===== config.mk =====
export PLATFORM = sky130hd
export DESIGN_NAME = fcmp_cc_unit
export DESIGN_NICKNAME = d
export VERILOG_FILES = /design/src/rtl/fcmp_pkg.sv /design/src/rtl/fcmp_field_dec.sv /design/src/rtl/fcmp_classify.sv /design/src/rtl/fcmp_order.sv /design/src/rtl/fcmp_ccode.sv /design/src/rtl/fcmp_cc_unit.sv
export SDC_FILE = /design/constraint.sdc
export NUM_CORES = 1
export LEC_CHECK = 0
export BUFFER_PORTS_ARGS = -buffer_cell sky130_fd_sc_hd__buf_2
export CORE_MARGIN = 5
export CORE_UTILIZATION = 45
export CTS_CLUSTER_SIZE = 10
export DETAILED_ROUTE_END_ITERATION = 16
export HOLD_SLACK_MARGIN = 0.06
export PLACE_DENSITY = 0.79
export SLEW_MARGIN = 20
export SYNTH_ARGS = -nofsm -noshare
export SYNTH_HDL_FRONTEND = slang
export SYNTH_SLANG_ARGS = --single-unit

===== constraint.sdc =====
create_clock -name clk -period 4.3 [get_ports clk]
set_input_delay 0.215 -clock clk [delete_from_list [all_inputs] [get_ports clk]]
set_output_delay 0.215 -clock clk [all_outputs]
set_load 0.03 [all_outputs]

===== src/rtl/fcmp_pkg.sv =====
package fcmp_pkg;

  // condition-word bit positions (software decodes these)
  localparam int CC_UN  = 0;
  localparam int CC_LEG = 1;
  localparam int CC_EQ  = 2;
  localparam int CC_NE  = 3;
  localparam int CC_GT  = 4;
  localparam int CC_LE  = 5;
  localparam int CC_LT  = 6;
  localparam int CC_GE  = 7;
  localparam int CC_OU  = 8;
  localparam int CC_IB  = 9;
  localparam int CC_IN  = 10;
  localparam int CC_OB  = 11;
  localparam int CC_UE  = 12;
  localparam int CC_LG  = 13;
  localparam int CC_UG  = 14;
  localparam int CC_ULE = 15;
  localparam int CC_UL  = 16;
  localparam int CC_UGE = 17;
  localparam int CC_USED = 18;

  typedef enum logic {
    PREC_SNG = 1'b0,
    PREC_DBL = 1'b1
  } prec_e;

  typedef struct packed {
    logic nan;
    logic snan;
    logic zero;
    logic sign;
  } opcls_t;

endpackage


===== src/rtl/fcmp_field_dec.sv =====
module fcmp_field_dec
  import fcmp_pkg::*;
#(
  parameter int EXP_W  = 8,
  parameter int FRAC_W = 23,
  localparam int FW    = 1 + EXP_W + FRAC_W
) (
  input  logic [FW-1:0] word,
  output opcls_t        cls,
  output logic [FW-2:0] mag
);

  logic [EXP_W-1:0]  expo;
  logic [FRAC_W-1:0] frac;
  logic              exp_ones;
  logic              frac_nz;

  assign expo     = word[FW-2 -: EXP_W];
  assign frac     = word[FRAC_W-1:0];
  assign exp_ones = &expo;
  assign frac_nz  = |frac;

  assign cls.nan  = exp_ones & frac_nz;
  assign cls.snan = exp_ones & frac_nz & ~frac[FRAC_W-1];
  assign cls.zero = ~|word[FW-2:0];
  assign cls.sign = word[FW-1];
  assign mag      = word[FW-2:0];

endmodule


===== src/rtl/fcmp_classify.sv =====
module fcmp_classify
  import fcmp_pkg::*;
#(
  parameter int EXP_S  = 8,
  parameter int FRAC_S = 23,
  parameter int EXP_D  = 11,
  parameter int FRAC_D = 52,
  localparam int SW    = 1 + EXP_S + FRAC_S,
  localparam int DW    = 1 + EXP_D + FRAC_D
) (
  input  logic [DW-1:0] opnd,
  input  prec_e         prec,
  output opcls_t        cls,
  output logic [DW-2:0] mag
);

  opcls_t          cls_s;
  opcls_t          cls_d;
  logic [SW-2:0]   mag_s;
  logic [DW-2:0]   mag_d;

  fcmp_field_dec #(.EXP_W(EXP_S), .FRAC_W(FRAC_S)) u_dec_s (
    .word (opnd[SW-1:0]),
    .cls  (cls_s),
    .mag  (mag_s)
  );

  fcmp_field_dec #(.EXP_W(EXP_D), .FRAC_W(FRAC_D)) u_dec_d (
    .word (opnd),
    .cls  (cls_d),
    .mag  (mag_d)
  );

  always_comb begin
    if (prec == PREC_DBL) begin
      cls = cls_d;
      mag = mag_d;
    end else begin
      cls = cls_s;
      mag = {{(DW-SW){1'b0}}, mag_s};
    end
  end

endmodule


===== src/rtl/fcmp_order.sv =====
module fcmp_order
  import fcmp_pkg::*;
#(
  parameter int MAG_W = 63
) (
  input  opcls_t           cls_a,
  input  opcls_t           cls_b,
  input  logic [MAG_W-1:0] mag_a,
  input  logic [MAG_W-1:0] mag_b,
  output logic             rel_eq,
  output logic             rel_lt,
  output logic             rel_gt
);

  logic mag_eq;
  logic mag_lt;

  assign mag_eq = (mag_a == mag_b);
  assign mag_lt = (mag_a < mag_b);

  always_comb begin
    rel_eq = 1'b0;
    rel_lt = 1'b0;
    if (cls_a.zero && cls_b.zero) begin
      rel_eq = 1'b1;
    end else if (cls_a.sign != cls_b.sign) begin
      rel_lt = cls_a.sign;
    end else if (mag_eq) begin
      rel_eq = 1'b1;
    end else begin
      rel_lt = cls_a.sign ? ~mag_lt : mag_lt;
    end
    rel_gt = ~rel_eq & ~rel_lt;
  end

endmodule


===== src/rtl/fcmp_ccode.sv =====
module fcmp_ccode
  import fcmp_pkg::*;
#(
  parameter int CC_W = 32
) (
  input  logic            unord,
  input  logic            rel_eq,
  input  logic            rel_lt,
  input  logic            legacy,
  input  logic            sign_a,
  input  logic            zero_a,
  input  logic            sign_b,
  output logic [CC_W-1:0] cc
);

  always_comb begin
    cc = '0;
    // base relation
    if (unord) begin
      cc[CC_UN] = 1'b1;
    end else if (rel_eq) begin
      cc[CC_EQ] = 1'b1;
    end else if (rel_lt) begin
      cc[CC_LT] = 1'b1;
      cc[CC_NE] = 1'b1;
    end else begin
      cc[CC_GT] = 1'b1;
      cc[CC_NE] = 1'b1;
    end
    // derivation chain, each step sees the ones before it
    if (cc[CC_UN]) begin
      cc[CC_NE]  = 1'b1;
      cc[CC_UE]  = 1'b1;
      cc[CC_UG]  = 1'b1;
      cc[CC_ULE] = 1'b1;
      cc[CC_UL]  = 1'b1;
      cc[CC_UGE] = 1'b1;
    end
    if (cc[CC_EQ]) begin
      cc[CC_LE] = 1'b1;
      cc[CC_GE] = 1'b1;
      cc[CC_UE] = 1'b1;
    end
    if (cc[CC_GT]) cc[CC_GE] = 1'b1;
    if (cc[CC_LT]) cc[CC_LE] = 1'b1;
    if (cc[CC_LT] | cc[CC_GT]) cc[CC_LG] = 1'b1;
    if (cc[CC_LT] | cc[CC_GT] | cc[CC_EQ]) cc[CC_LEG] = 1'b1;
    if (cc[CC_GT]) cc[CC_UG]  = 1'b1;
    if (cc[CC_LE]) cc[CC_ULE] = 1'b1;
    if (cc[CC_LT]) cc[CC_UL]  = 1'b1;
    if (cc[CC_GE]) cc[CC_UGE] = 1'b1;
    // legacy mask
    if (legacy) begin
      cc[CC_UE]  = 1'b0;
      cc[CC_LG]  = 1'b0;
      cc[CC_UG]  = 1'b0;
      cc[CC_ULE] = 1'b0;
      cc[CC_UL]  = 1'b0;
      cc[CC_UGE] = 1'b0;
    end
    // range bits against a nonnegative limit
    if (!cc[CC_UN] && !sign_b) begin
      if (cc[CC_EQ] || zero_a) begin
        cc[CC_IB] = 1'b1;
        cc[CC_OB] = 1'b1;
      end else if (cc[CC_GT]) begin
        cc[CC_OU] = 1'b1;
        cc[CC_OB] = 1'b1;
      end else if (!sign_a) begin
        cc[CC_IB] = 1'b1;
        cc[CC_IN] = 1'b1;
      end else begin
        cc[CC_OU] = 1'b1;
        cc[CC_OB] = 1'b1;
      end
    end
  end

endmodule


===== src/rtl/fcmp_cc_unit.sv =====
module fcmp_cc_unit
  import fcmp_pkg::*;
#(
  parameter int EXP_S  = 8,
  parameter int FRAC_S = 23,
  parameter int EXP_D  = 11,
  parameter int FRAC_D = 52,
  parameter int IDX_W  = 5,
  parameter int CC_W   = 32,
  localparam int OP_W  = 1 + EXP_D + FRAC_D
) (
  input  logic             clk,
  input  logic             rst,
  input  logic             in_valid,
  input  logic [OP_W-1:0]  op_a,
  input  logic [OP_W-1:0]  op_b,
  input  logic             prec_dbl,
  input  logic             unord_op,
  input  logic             legacy,
  input  logic [IDX_W-1:0] dest_idx,
  output logic             out_valid,
  output logic [CC_W-1:0]  cc_word,
  output logic             wr_en,
  output logic [IDX_W-1:0] wr_idx,
  output logic             invalid_pulse
);

  localparam int MAG_W = OP_W - 1;

  prec_e            prec;
  opcls_t           cls [2];
  logic [MAG_W-1:0] mag [2];
  logic [OP_W-1:0]  opnd [2];
  logic             rel_eq, rel_lt, rel_gt;
  logic             unord;
  logic             inv_next;
  logic [CC_W-1:0]  cc_next;

  assign prec    = prec_e'(prec_dbl);
  assign opnd[0] = op_a;
  assign opnd[1] = op_b;

  for (genvar g = 0; g < 2; g++) begin : g_cls
    fcmp_classify #(
      .EXP_S(EXP_S), .FRAC_S(FRAC_S), .EXP_D(EXP_D), .FRAC_D(FRAC_D)
    ) u_cls (
      .opnd (opnd[g]),
      .prec (prec),
      .cls  (cls[g]),
      .mag  (mag[g])
    );
  end

  fcmp_order #(.MAG_W(MAG_W)) u_ord (
    .cls_a  (cls[0]),
    .cls_b  (cls[1]),
    .mag_a  (mag[0]),
    .mag_b  (mag[1]),
    .rel_eq (rel_eq),
    .rel_lt (rel_lt),
    .rel_gt (rel_gt)
  );

  assign unord = cls[0].nan | cls[1].nan;

  // operand A is examined first; B only when A is ordered
  always_comb begin
    if (cls[0].nan)
      inv_next = ~unord_op | cls[0].snan;
    else if (cls[1].nan)
      inv_next = ~unord_op | cls[1].snan;
    else
      inv_next = 1'b0;
  end

  fcmp_ccode #(.CC_W(CC_W)) u_cc (
    .unord  (unord),
    .rel_eq (rel_eq),
    .rel_lt (rel_lt & ~rel_gt),
    .legacy (legacy),
    .sign_a (cls[0].sign),
    .zero_a (cls[0].zero),
    .sign_b (cls[1].sign),
    .cc     (cc_next)
  );

  always_ff @(posedge clk) begin
    if (rst) begin
      out_valid     <= 1'b0;
      wr_en         <= 1'b0;
      invalid_pulse <= 1'b0;
      cc_word       <= '0;
      wr_idx        <= '0;
    end else begin
      out_valid     <= in_valid;
      wr_en         <= in_valid & (|dest_idx);
      invalid_pulse <= in_valid & inv_next;
      if (in_valid) begin
        cc_word <= cc_next;
        wr_idx  <= dest_idx;
      end
    end
  end

endmodule


# Word level (Yosys, flattened, before mapping)
# Cells that the tools add are included.
dict set report word_totals {
  reg_bits 26
  latch_bits 0
  mem_bits_rw 0
  mem_bits_ro 0
  in_bits 139
  output_inout_bits 40
  elab_cells 100
  n_memories 0
}
dict set report op_classes {
  addsub 0
  mul 0
  div 0
  magnitude_cmp 1
  eq_ne 2
  shifts 0
  mux 44
  bitwise 26
  n_reduce_logical 22
}
# operator count
set ops {}
lappend ops {{2-to-1 mux 63 bit} 2}
lappend ops {{OR reduction 63 bit} 2}
lappend ops {{OR reduction 52 bit} 2}
lappend ops {{== test 63 bit} 1}
lappend ops {{less-than comparator 63 bit} 1}
lappend ops {{OR reduction 31 bit} 2}
lappend ops {{OR reduction 23 bit} 2}
lappend ops {{2-to-1 mux 1 bit} 33}
lappend ops {{AND reduction 11 bit} 2}
lappend ops {{2-to-1 mux 4 bit} 4}
lappend ops {{AND reduction 8 bit} 2}
lappend ops {{AND 1 bit} 12}
lappend ops {{inverter 1 bit} 9}
lappend ops {{logical NOT 1 bit} 6}
lappend ops {{2-to-1 mux 2 bit} 3}
lappend ops {{2-to-1 mux 6 bit} 1}
lappend ops {{bitwise OR 1 bit} 5}
lappend ops {{OR reduction 5 bit} 1}
lappend ops {{2-to-1 mux 3 bit} 1}
lappend ops {{logical AND 1 bit} 2}
lappend ops {{logical OR 1 bit} 1}
lappend ops {{inequality test 1 bit} 1}

# Depth between registers and ports, before layout
# Gate-level depths: netlist (run 1).
dict set report logic_depth {
  depth_word 19
  depth_mapped 13
  mapped_depth_nobuf 11
}

# Modules after synthesis
# A second synthesis (run 1) with hierarchy kept.
dict set report hier_totals {
  cells_unflattened 842
  hier_area_um2 6703.9
}
# mod instances cells_each area_each_um2 seq_area_each_um2
set modules_own_cells {}
lappend modules_own_cells {fcmp_order 1 239 1659.1 0.0}
lappend modules_own_cells {fcmp_cc_unit 1 134 1457.6 800.8}
lappend modules_own_cells {{fcmp_field_dec (g_cls[0].u_cls.u_dec_d ...)} 2 93 670.6 0.0}
lappend modules_own_cells {fcmp_classify 2 74 646.9 0.0}
lappend modules_own_cells {{fcmp_field_dec (g_cls[0].u_cls.u_dec_s ...)} 2 47 347.8 0.0}
lappend modules_own_cells {fcmp_ccode 1 41 256.5 0.0}

# Worst setup path before layout (run 1)
# No wires, ideal clock.
dict set report synth_path {
  path_kind {input -> register}
  startpoint {input prec_dbl}
  endpoint {register cc_word[16]}
  setup_ns 0.116
  arrival_ns 2.772
  required_ns 4.184
  setup_slack_ns 1.412
  path_stages 13
  n_path_buf 2
  cell_sequence {buf_2 -> clkbuf_1 -> nand2_1 -> ha_1 -> nand4_1 -> nor4_4 -> inv_1 -> nor3b_1 -> o2111ai_1 -> and3b_1 -> o21ai_2 -> a21oi_1 -> a31o_2}
}
dict set report synth_via {
  elab_chain_len 16
  elab_cells_between_ends 29
  cone_classes {order compare (1); eq/ne (2); mux (18); bitwise (7); reduce/logical (1)}
}
# element line_no
set synth_lines {}
lappend synth_lines {{from (decl)} fcmp_cc_unit.sv:17} ;# input logic prec_dbl,
lappend synth_lines {{2-to-1 mux 63 bit} fcmp_classify.sv:35} ;# if (prec == PREC_DBL) begin
lappend synth_lines {{less-than comparator 63 bit} fcmp_order.sv:19} ;# assign mag_lt = (mag_a < mag_b);
lappend synth_lines {{inverter 1 bit} fcmp_order.sv:31} ;# rel_lt = cls_a.sign ? ~mag_lt : mag_lt;
lappend synth_lines {{2-to-1 mux 1 bit} fcmp_order.sv:31}
lappend synth_lines {{2-to-1 mux 1 bit} fcmp_order.sv:28} ;# end else if (mag_eq) begin
lappend synth_lines {{2-to-1 mux 1 bit} fcmp_order.sv:26} ;# end else if (cls_a.sign != cls_b.sign) begin
lappend synth_lines {{2-to-1 mux 1 bit} fcmp_order.sv:24} ;# if (cls_a.zero && cls_b.zero) begin
lappend synth_lines {{inverter 1 bit} fcmp_order.sv:33} ;# rel_gt = ~rel_eq & ~rel_lt;
lappend synth_lines {{AND 1 bit} fcmp_order.sv:33}
lappend synth_lines {{inverter 1 bit} fcmp_cc_unit.sv:79} ;# .rel_lt (rel_lt & ~rel_gt),
lappend synth_lines {{AND 1 bit} fcmp_cc_unit.sv:79}
lappend synth_lines {{2-to-1 mux 1 bit} fcmp_ccode.sv:23} ;# end else if (rel_lt) begin
lappend synth_lines {{2-to-1 mux 1 bit} fcmp_ccode.sv:21} ;# end else if (rel_eq) begin
lappend synth_lines {{2-to-1 mux 1 bit} fcmp_ccode.sv:19} ;# if (unord) begin
lappend synth_lines {{2-to-1 mux 1 bit (*)} fcmp_ccode.sv:50} ;# if (cc[CC_LT]) cc[CC_UL] = 1'b1;
lappend synth_lines {{2-to-1 mux 6 bit (*)} fcmp_ccode.sv:53} ;# if (legacy) begin
lappend synth_lines {{to (signal assigned)} fcmp_cc_unit.sv:99} ;# cc_word <= cc_next;
lappend synth_lines {{to (decl)} fcmp_cc_unit.sv:22} ;# output logic [CC_W-1:0] cc_word,
# Every way passes the cells marked *; elsewhere a longest branch is shown, timed or not.
# A chain may end at the register's enable or synchronous reset.

# Worst setup path after layout (run 1)
# Ends and elaborated chain as after synthesis.

==> flow_summary.ini, run 1 <==
[global_routing]
antenna_found_initial = 0
grt_usage_pct = 22.1
grt_max_degree = 70
grt_pass1_vias = 4092
grt_overflow = 0
grt_pass1_wl_um = 18300

[clock_network]
clk_path_buf_depth = 2
cts_tree = yes
postCtsSetupBuffers = 0
htree_levels = 1
cts_hold_buffers = 0
root_buffer = clkbuf_8
cts-buffers-inserted = 3
clock_latency_ps = 260
cts_resized = 0
cts.sinks = 26
clk_pin_slew_ps = 80

[timing]
rsz0062_at_grt = false
worst_pin_slew_ps = 951
fin_worst_skew_ps = 0
hold_violations = 0
slew_viol_final = 0
setup_violations = 0
post-route-min-period_ps = 3430
slew_headroom_pct = 36.6
period_share_pct = 79.8
max_freq_mhz = 291
finalWorstSetupSlack_ps = 867
setup_tns_ps = 0

[hold_path]
hp-class = input port to flop

[power_and_ir_drop]
p_seq_share_pct = 33.3
ir_worst_vdd_mv = 0.129
p_leak_nw = 2.25
combPwrFrac_pct = 46.7
power.switching_w = 0.000301
clkPwrFrac_pct = 20.0
swShare_pct = 38.4
power_density_nw_per_um2 = 180
p_int_w = 0.000483

[synth]
synth_edf_count = 0
synth_top_cell_by_area = ha_1
syn-cell-area_um2 = 3480
yosys_register_bits = 26
ys_types = 55
avgSynthCellArea_um2 = 7.26
synthTopCellsByArea = ha_1 (23%), dfxtp_1 (15%), nand2_1 (7.8%)
ys_async_sr_fraction_pct = 0
ys.flop_type = dfxtp_1
postSynthCellCount = 479
synth_warnings = 0
synth_top_area_share_pct = 22.7
synth-seq-area-share_pct = 15.0

[placed_design]
place_inst = 732
gp_congestion = 0.999
place_ws_ps = 622
io_buffers = 164
place_hpwl_um = 9750

[floorplan]
start_util_pct = 45.7
die_w_um = 97.9
rows = 32
die_h_um = 97.9
die_area_um2 = 9580
fp.coreArea_um2 = 7610
io_pins = 179

[finish]
layout.cells.non_filler = 736
n_antenna_cell = 0
syn2layout_area_growth_pct = 25.7
final_common_cell = buf_2
num-fill-cells = 744
final_cell_mix = buf_2 (164), nand2_1 (72), ha_1 (63), inv_1 (41), and2_1 (37)
drive_gt1_share_pct = 28.1
final_nets = 837

[routing]
dr.pass1.iters = 5
vias_per_cell = 5.50
wl_per_cell_um = 15.1
wirelength_um = 11100
post-route-drc-count = 0
ant_nets = 0
vias = 4046
dr.first_iter.drc_count = 211

[setup_path]
critPathMaxFanout = 69
worst-setup-path-type = input port to flop
critical_path.startpoint_type = input port
end_kind = flop
arrival_ps = 3600
cp.required_ps = 4460

[status]
status = complete, no violations

[run]
max_cap_violations = 0
path summary, 6_finish.rpt:
check | from | to | slack [ps] | cells after the start
max | prec_dbl | cc_word[16]$_SDFFE_PP0P_ | 870 | 12
max reg2reg | cc_word[17]$_SDFFE_PP0P_ | cc_word[17]$_SDFFE_PP0P_ | 3600 | 2
min | dest_idx[0] | wr_idx[0]$_SDFFE_PP0P_ | 210 | 3
min reg2reg | cc_word[1]$_SDFFE_PP0P_ | cc_word[1]$_SDFFE_PP0P_ | 470 | 2
Yosys cell counts, types with 2 or more instances:
cell	count
a22o_1	2
buf_4	14
mux2i_1	5
a31oi_1	2
o22ai_1	2
nor3_1	13
clkbuf_1	9
o21ai_0	12
a21boi_0	2
buf_2	2
nor4b_1	3
and4_1	2
or4_1	2
a31o_2	2
inv_1	41
nor4_4	2
ha_1	63
a21o_1	3
dfxtp_1	26
o2111ai_1	2
nand3_1	14
nand2b_1	2
nor2_1	22
nand2_1	72
a21oi_1	36
nand4_1	25
o32ai_1	3
a221oi_1	5
and2_1	37
a211oi_1	2
nor4_1	28
registers in the layout, indices dropped and copies added (netlist names):
name	flops
out_valid	1
cc_word	18
invalid_pulse	1
wr_idx	5
wr_en	1
metrics by stage:
step / power [W] / area, um^2 / hold WS [ps] / utilization (%)
after CTS: 0.000786 / 4370 / 209 / 57.4
after floorplan: 0.000494 / 3530 / 362 / -
after global routing: 0.000845 / 4370 / 220 / 57.4
after global placement: 0.000621 / 4310 / 448 / 56.7
final: 0.000784 / 4370 / 210 / 57.4
after detailed placement: 0.000630 / 4310 / 453 / 56.7
power groups by stage:
stage          logic [W]  registers, W  clock network, W
6_report        0.000366      0.000261          0.000157
5_1_grt         0.000411      0.000263          0.000172
4_1_cts         0.000365      0.000261          0.000160
3_5_place_dp    0.000363      0.000267                 0
3_3_place_gp    0.000354      0.000266                 0
2_1_floorplan   0.000201      0.000293                 0
area by class of cell:
class / count / area [um^2] / share of cell area, %
inverter: 41 / 154 / 3.52
sequential: 26 / 520 / 11.9
multi-input combinational: 399 / 2690 / 61.6
timing repair buffer: 164 / 821 / 18.8
clock buffer: 4 / 55.1 / 1.26
tap: 102 / 128 / 2.92
cell families after synthesis:
family                   count (synthesis)  synth area share, %
adder cells (fa/ha/maj)                 63                 22.7
flip-flops                              26                 15.0
buffers and inverters                   67                 9.03
AND/OR/NAND/NOR                        232                 36.0
AO/OA/AOI/OAI                           84                 15.4
other                                    1                0.108
multiplexers                             6                 1.76
routing by layer:
metal	share of wire, %	wire length [um]	vias to the layer above	GRT usage, %
li1	-	-	2032	-
met1	42	4660	1810	26.8
met2	48	5320	181	40.2
met3	8.1	906	23	4.14
met4	2.3	251	0	5.22
met5	0	0	-	0
critical path: stages:
cell,delay [ps]
buf_2,710
nand2_1,150
ha_1,340
nand4_1,200
nor4_4,410
inv_1,130
nor3b_1,280
o2111ai_1,230
and3b_1,250
o21ai_2,310
a21oi_1,120
a31o_2,220
No activity file was read; power rests on OpenSTA's default activity.
==> run 2, diff against run 1 <==
==> constraint.sdc (replaced) <==
create_clock -name clk -period 3.3 [get_ports clk]
set_input_delay 0.165 -clock clk [delete_from_list [all_inputs] [get_ports clk]]
set_output_delay 0.165 -clock clk [all_outputs]
set_load 0.03 [all_outputs]
==> run 2 against run 1 <==
Compared with the run above:
- combinational power is 31% higher
- wire length hardly changed
- sequential power is 30% higher
- setup slack worse by 490 ps
- via count is 0.96% higher
- sequential share of layout area hardly changed
==> flow_summary.ini, run 2 (synthesis results as in run 1) <==
[setup_path]
arrival_ps = 3080
cp.required_ps = 3460
critical_path.startpoint_type = input port
worst_r2r_path_depth = 2
end_kind = flop
reg2reg_from = cc_word[6]$_SDFFE_PP0P_
r2r-end = cc_word[6]$_SDFFE_PP0P_
worst-setup-path-type = input port to flop
reg2reg_slack_ps = 2590
critPathMaxFanout = 69

[status]
status = complete, no violations

[finish]
final_cell_mix = buf_2 (164), nand2_1 (72), ha_1 (63), inv_1 (41), and2_1 (37)
largest_reg_flops = 18
reg_top3 = cc_word: 18 flops, wr_idx: 5 flops
final_nets = 838
syn2layout_area_growth_pct = 26.0
top_register = cc_word
num-fill-cells = 729
final_common_cell = buf_2
drive_gt1_share_pct = 28.1

[floorplan]
fp.coreArea_um2 = 7610
die_h_um = 97.9
start_util_pct = 45.7
rows = 32
die_w_um = 97.9
die_area_um2 = 9580
io_pins = 179

[timing]
hold_violations = 0
setup_tns_ps = 0
period_share_pct = 88.7
setup_violations = 0
fin_worst_skew_ps = 0
max_freq_mhz = 342
rsz0062_at_grt = false
slew_headroom_pct = 62.5
worst_pin_slew_ps = 555
slew_viol_final = 0
post-route-min-period_ps = 2930

[power_and_ir_drop]
p_total_w = 0.000990
p_leak_nw = 2.25
power_density_nw_per_um2 = 226
ir_worst_vdd_mv = 0.186

[global_routing]
grt_max_degree = 70
grt_overflow = 0
antenna_found_initial = 2
grt_pass1_wl_um = 17800
grt_pass1_vias = 3985
grt_usage_pct = 21.7

[run]
max_cap_violations = 0

[routing]
vias = 4085
wirelength_um = 11100
vias_per_cell = 5.54
wl_per_cell_um = 15.1
dr.first_iter.drc_count = 236
dr.pass1.iters = 5
post-route-drc-count = 0
ant_nets = 0

[hold_path]
hold_end = wr_idx[3]$_SDFFE_PP0P_
hp-class = input port to flop
whs_path_depth = 3
hold_start = dest_idx[3]

[clock_network]
cts-buffers-inserted = 3
cts_hold_buffers = 0
root_buffer = clkbuf_8
cts_resized = 0
cts.sinks = 26
clock_latency_ps = 260
postCtsSetupBuffers = 0
clk_pin_slew_ps = 70
cts_tree = yes
htree_levels = 1
clk_path_buf_depth = 2

[placed_design]
gp_congestion = 0.938
io_buffers = 164
place_hpwl_um = 9730
## run 2: changes by cell type in the layout (fill, tap and decap cells not counted), sizes merged
cell / delta
clkbuf: -1
buf: +1
diode: +2
## run 2: routing by layer
metal  track usage [%]  vias up  share of wire (%)
met2              38.1      186                 47
met4              6.60        0                2.6
met3              4.64       26                8.6
met1              26.3     1828                 42
met5                 0        -                  0
li1                  -     2045                  -
## run 2: worst max-delay path by stage
stage / start / end / slack, ps / cells after the start
CTS: prec_dbl / cc_word[16]$_SDFFE_PP0P_ / 400 / 13
finish: prec_dbl / cc_word[16]$_SDFFE_PP0P_ / 370 / 13
floorplan: prec_dbl / cc_word[16]$_SDFFE_PP0P_ / 460 / 13
global route: prec_dbl / cc_word[16]$_SDFFE_PP0P_ / 70 / 13
global placement: prec_dbl / cc_word[16]$_SDFFE_PP0P_ / 320 / 13
detailed placement: prec_dbl / cc_word[16]$_SDFFE_PP0P_ / 130 / 13
## run 2: through the flow
step | hold WS [ps] | std cells | utilization [%] | setup WS [ps] | instance area (um^2)
floorplan | 312 | 492 | - | 462 | 3530
global placement | 426 | 733 | 57.0 | 324 | 4330
detailed placement | 435 | 733 | 57.0 | 126 | 4330
CTS | 159 | 736 | 57.5 | 396 | 4380
global route | 170 | 738 | 57.6 | 73.2 | 4380
finish | 162 | 738 | 57.6 | 372 | 4380
## run 2: area by class of cell
class | count | area [um^2] | share of cell area (%)
sequential | 26 | 520 | 11.9
antenna | 2 | 5.00 | 0.114
inverter | 41 | 154 | 3.51
timing repair buffer | 165 | 841 | 19.2
tap | 102 | 128 | 2.91
multi-input combinational | 399 | 2690 | 61.4
clock buffer | 3 | 41.3 | 0.943
## run 2: power breakdown
| part | internal [W] | switching (W) |
|---|---|---|
| clock network | 0.0000816 | 0.0000879 |
| registers | 0.000331 | 0.00000908 |
| logic | 0.000194 | 0.000286 |
## run 2: worst max-delay path, stage by stage
cell and delay, ps:
buf_2 110, buf_12 180, and2_1 190, ha_1 310, nand4_1 200, nor4_4 420
inv_1 130, nor3b_1 250, o2111ai_1 210, and3b_1 250, o21ai_2 300, a21oi_1 110
a31o_2 230
==> run 3, diff against run 2 <==
--- a/config.mk
+++ b/config.mk
@@ -7,11 +7,11 @@
 export LEC_CHECK = 0
 export BUFFER_PORTS_ARGS = -buffer_cell sky130_fd_sc_hd__buf_2
 export CORE_MARGIN = 5
-export CORE_UTILIZATION = 45
+export CORE_UTILIZATION = 47
 export CTS_CLUSTER_SIZE = 10
 export DETAILED_ROUTE_END_ITERATION = 16
 export HOLD_SLACK_MARGIN = 0.06
-export PLACE_DENSITY = 0.79
+export PLACE_DENSITY = 0.83
 export SLEW_MARGIN = 20
 export SYNTH_ARGS = -nofsm -noshare
 export SYNTH_HDL_FRONTEND = slang
==> constraint.sdc (replaced) <==
create_clock -name clk -period 3.35 [get_ports clk]
set_input_delay 0.1675 -clock clk [delete_from_list [all_inputs] [get_ports clk]]
set_output_delay 0.1675 -clock clk [all_outputs]
set_load 0.03 [all_outputs]
==> run 3 against run 2 <==
Compared with the run above:
- wire length is 0.66% higher
- cell area is 0.66% higher
- setup slack better by 52 ps
- critical path type unchanged
- critical endpoint unchanged
- largest cell class unchanged
==> flow_summary.ini, run 3 (synthesis results as in run 1) <==
[timing]
slew_viol_final = 0
rsz0062_at_grt = false
hold_violations = 0
setup_tns_ps = 0
fin_worst_skew_ps = 0
max_freq_mhz = 342
post-route-min-period_ps = 2930
whs_ps = 158
period_share_pct = 87.3
setup_violations = 0

[power_and_ir_drop]
power.switching_w = 0.000394
swShare_pct = 36.8
p_seq_share_pct = 31.3
p_int_w = 0.000679
combPwrFrac_pct = 44.4
ir_worst_vdd_mv = 0.215
p_total_w = 0.00107
power_density_nw_per_um2 = 243
clkPwrFrac_pct = 24.3
p_leak_nw = 2.27

[clock_network]
cts_tree = yes
clk_path_buf_depth = 2
clk_pin_slew_ps = 100
root_buffer = clkbuf_8
postCtsSetupBuffers = 0
cts_hold_buffers = 0
htree_levels = 1
cts.sinks = 26
clock_latency_ps = 270
cts-buffers-inserted = 3
cts_resized = 0

[setup_path]
critPathMaxFanout = 24
cp_slowest_cell = nor4_4
startpoint = prec_dbl
worst-setup-path-type = input port to flop
reg2reg_slack_ps = 2640
max_stage_delay_ps = 420
end_kind = flop
critical_path.startpoint_type = input port
critPathBufInv = 3
cp.required_ps = 3530
reg2reg_from = cc_word[6]$_SDFFE_PP0P_
crit_path_cell_trace = buf_2, buf_4, and2_1, ha_1, nand4_1, nor4_4, inv_1, nor3b_1, o2111ai_1, and3b_1, o21ai_2, a21oi_1, a31o_2
crit_family = simple AND/OR/NAND/NOR gates
arrival_ps = 3110

[finish]
seq_area_um2 = 520
num-fill-cells = 672
layout.cells.non_filler = 735
top_register = cc_word
final_common_cell = buf_2
final_nets = 839
n_antenna_cell = 0
syn2layout_area_growth_pct = 26.8
drive_gt1_share_pct = 28.3
multi_input_area_um2 = 2690
largest_reg_flops = 18
final_cell_mix = buf_2 (164), nand2_1 (72), ha_1 (63), inv_1 (41), and2_1 (37)
reg_top3 = cc_word: 18 flops, wr_idx: 5 flops

[routing]
dr.first_iter.drc_count = 290
vias_per_cell = 5.57
wirelength_um = 11200
vias = 4091
wl_per_cell_um = 15.3
post-route-drc-count = 0
ant_nets = 0
dr.pass1.iters = 5

[floorplan]
rows = 31
die_h_um = 96.0
die_w_um = 96.0
fp.coreArea_um2 = 7210
io_pins = 179
start_util_pct = 48.2
die_area_um2 = 9220

[run]
max_cap_violations = 0

[placed_design]
place_inst = 731
place_hpwl_um = 9790
io_buffers = 164
gp_congestion = 0.925

[global_routing]
grt_pass1_vias = 4040
antenna_found_initial = 0
grt_usage_pct = 23.6
grt_max_degree = 46
grt_pass1_wl_um = 17500
grt_overflow = 0

[hold_path]
hp-class = input port to flop
hold_start = dest_idx[1]

[status]
status = complete, no violations
[run 3: cell types whose count changed in the layout (fill, tap and decap cells not counted)]
cell       delta
buf_4         +1
diode_2       -2
bufinv_16     +1
[run 3: power by group through the flow]
stage | clock network (W) | logic, W | registers (W)
floorplan | 0 | 0.000258 | 0.000376
global route | 0.000276 | 0.000532 | 0.000337
finish | 0.000261 | 0.000477 | 0.000335
global placement | 0 | 0.000455 | 0.000342
CTS | 0.000262 | 0.000473 | 0.000335
detailed placement | 0 | 0.000470 | 0.000342
[run 3: worst paths after layout]
| check | endpoint | depth (start not counted) |
|---|---|---|
| min reg2reg | cc_word[9]$_SDFFE_PP0P_ | 2 |
| max reg2reg | cc_word[6]$_SDFFE_PP0P_ | 2 |
| max | cc_word[16]$_SDFFE_PP0P_ | 13 |
| min | wr_idx[1]$_SDFFE_PP0P_ | 3 |
[run 3: worst register-to-register path, cell delays in order, from the launching register on]
cell	delay, ps
dfxtp_1	340
o2bb2ai_1	120
and2_1	160
[run 3: layer usage]
metal	GRT usage, %	share of wire, %	vias to the layer above
met5	0	0	-
met3	4.46	8.1	29
met4	7.35	2.4	0
met2	42.6	49	183
li1	-	-	2037
met1	27.8	41	1842
[run 3: stage by stage]
step	cell area, um^2	utilization [%]	worst slack, ps
finish	4410	61.1	425
global placement	4340	60.1	371
CTS	4410	61.1	488
global route	4410	61.1	241
detailed placement	4340	60.1	209
floorplan	3530	-	509
[run 3: final cells by class]
type                            count  area share, %
Timing Repair Buffer              166           19.2
Clock buffer                        3          0.936
Sequential cell                    26           11.8
Multi-Input combinational cell    399           61.0
Inverter                           41           3.49
Clock inverter                      1          0.681
Tap cell                           99           2.81
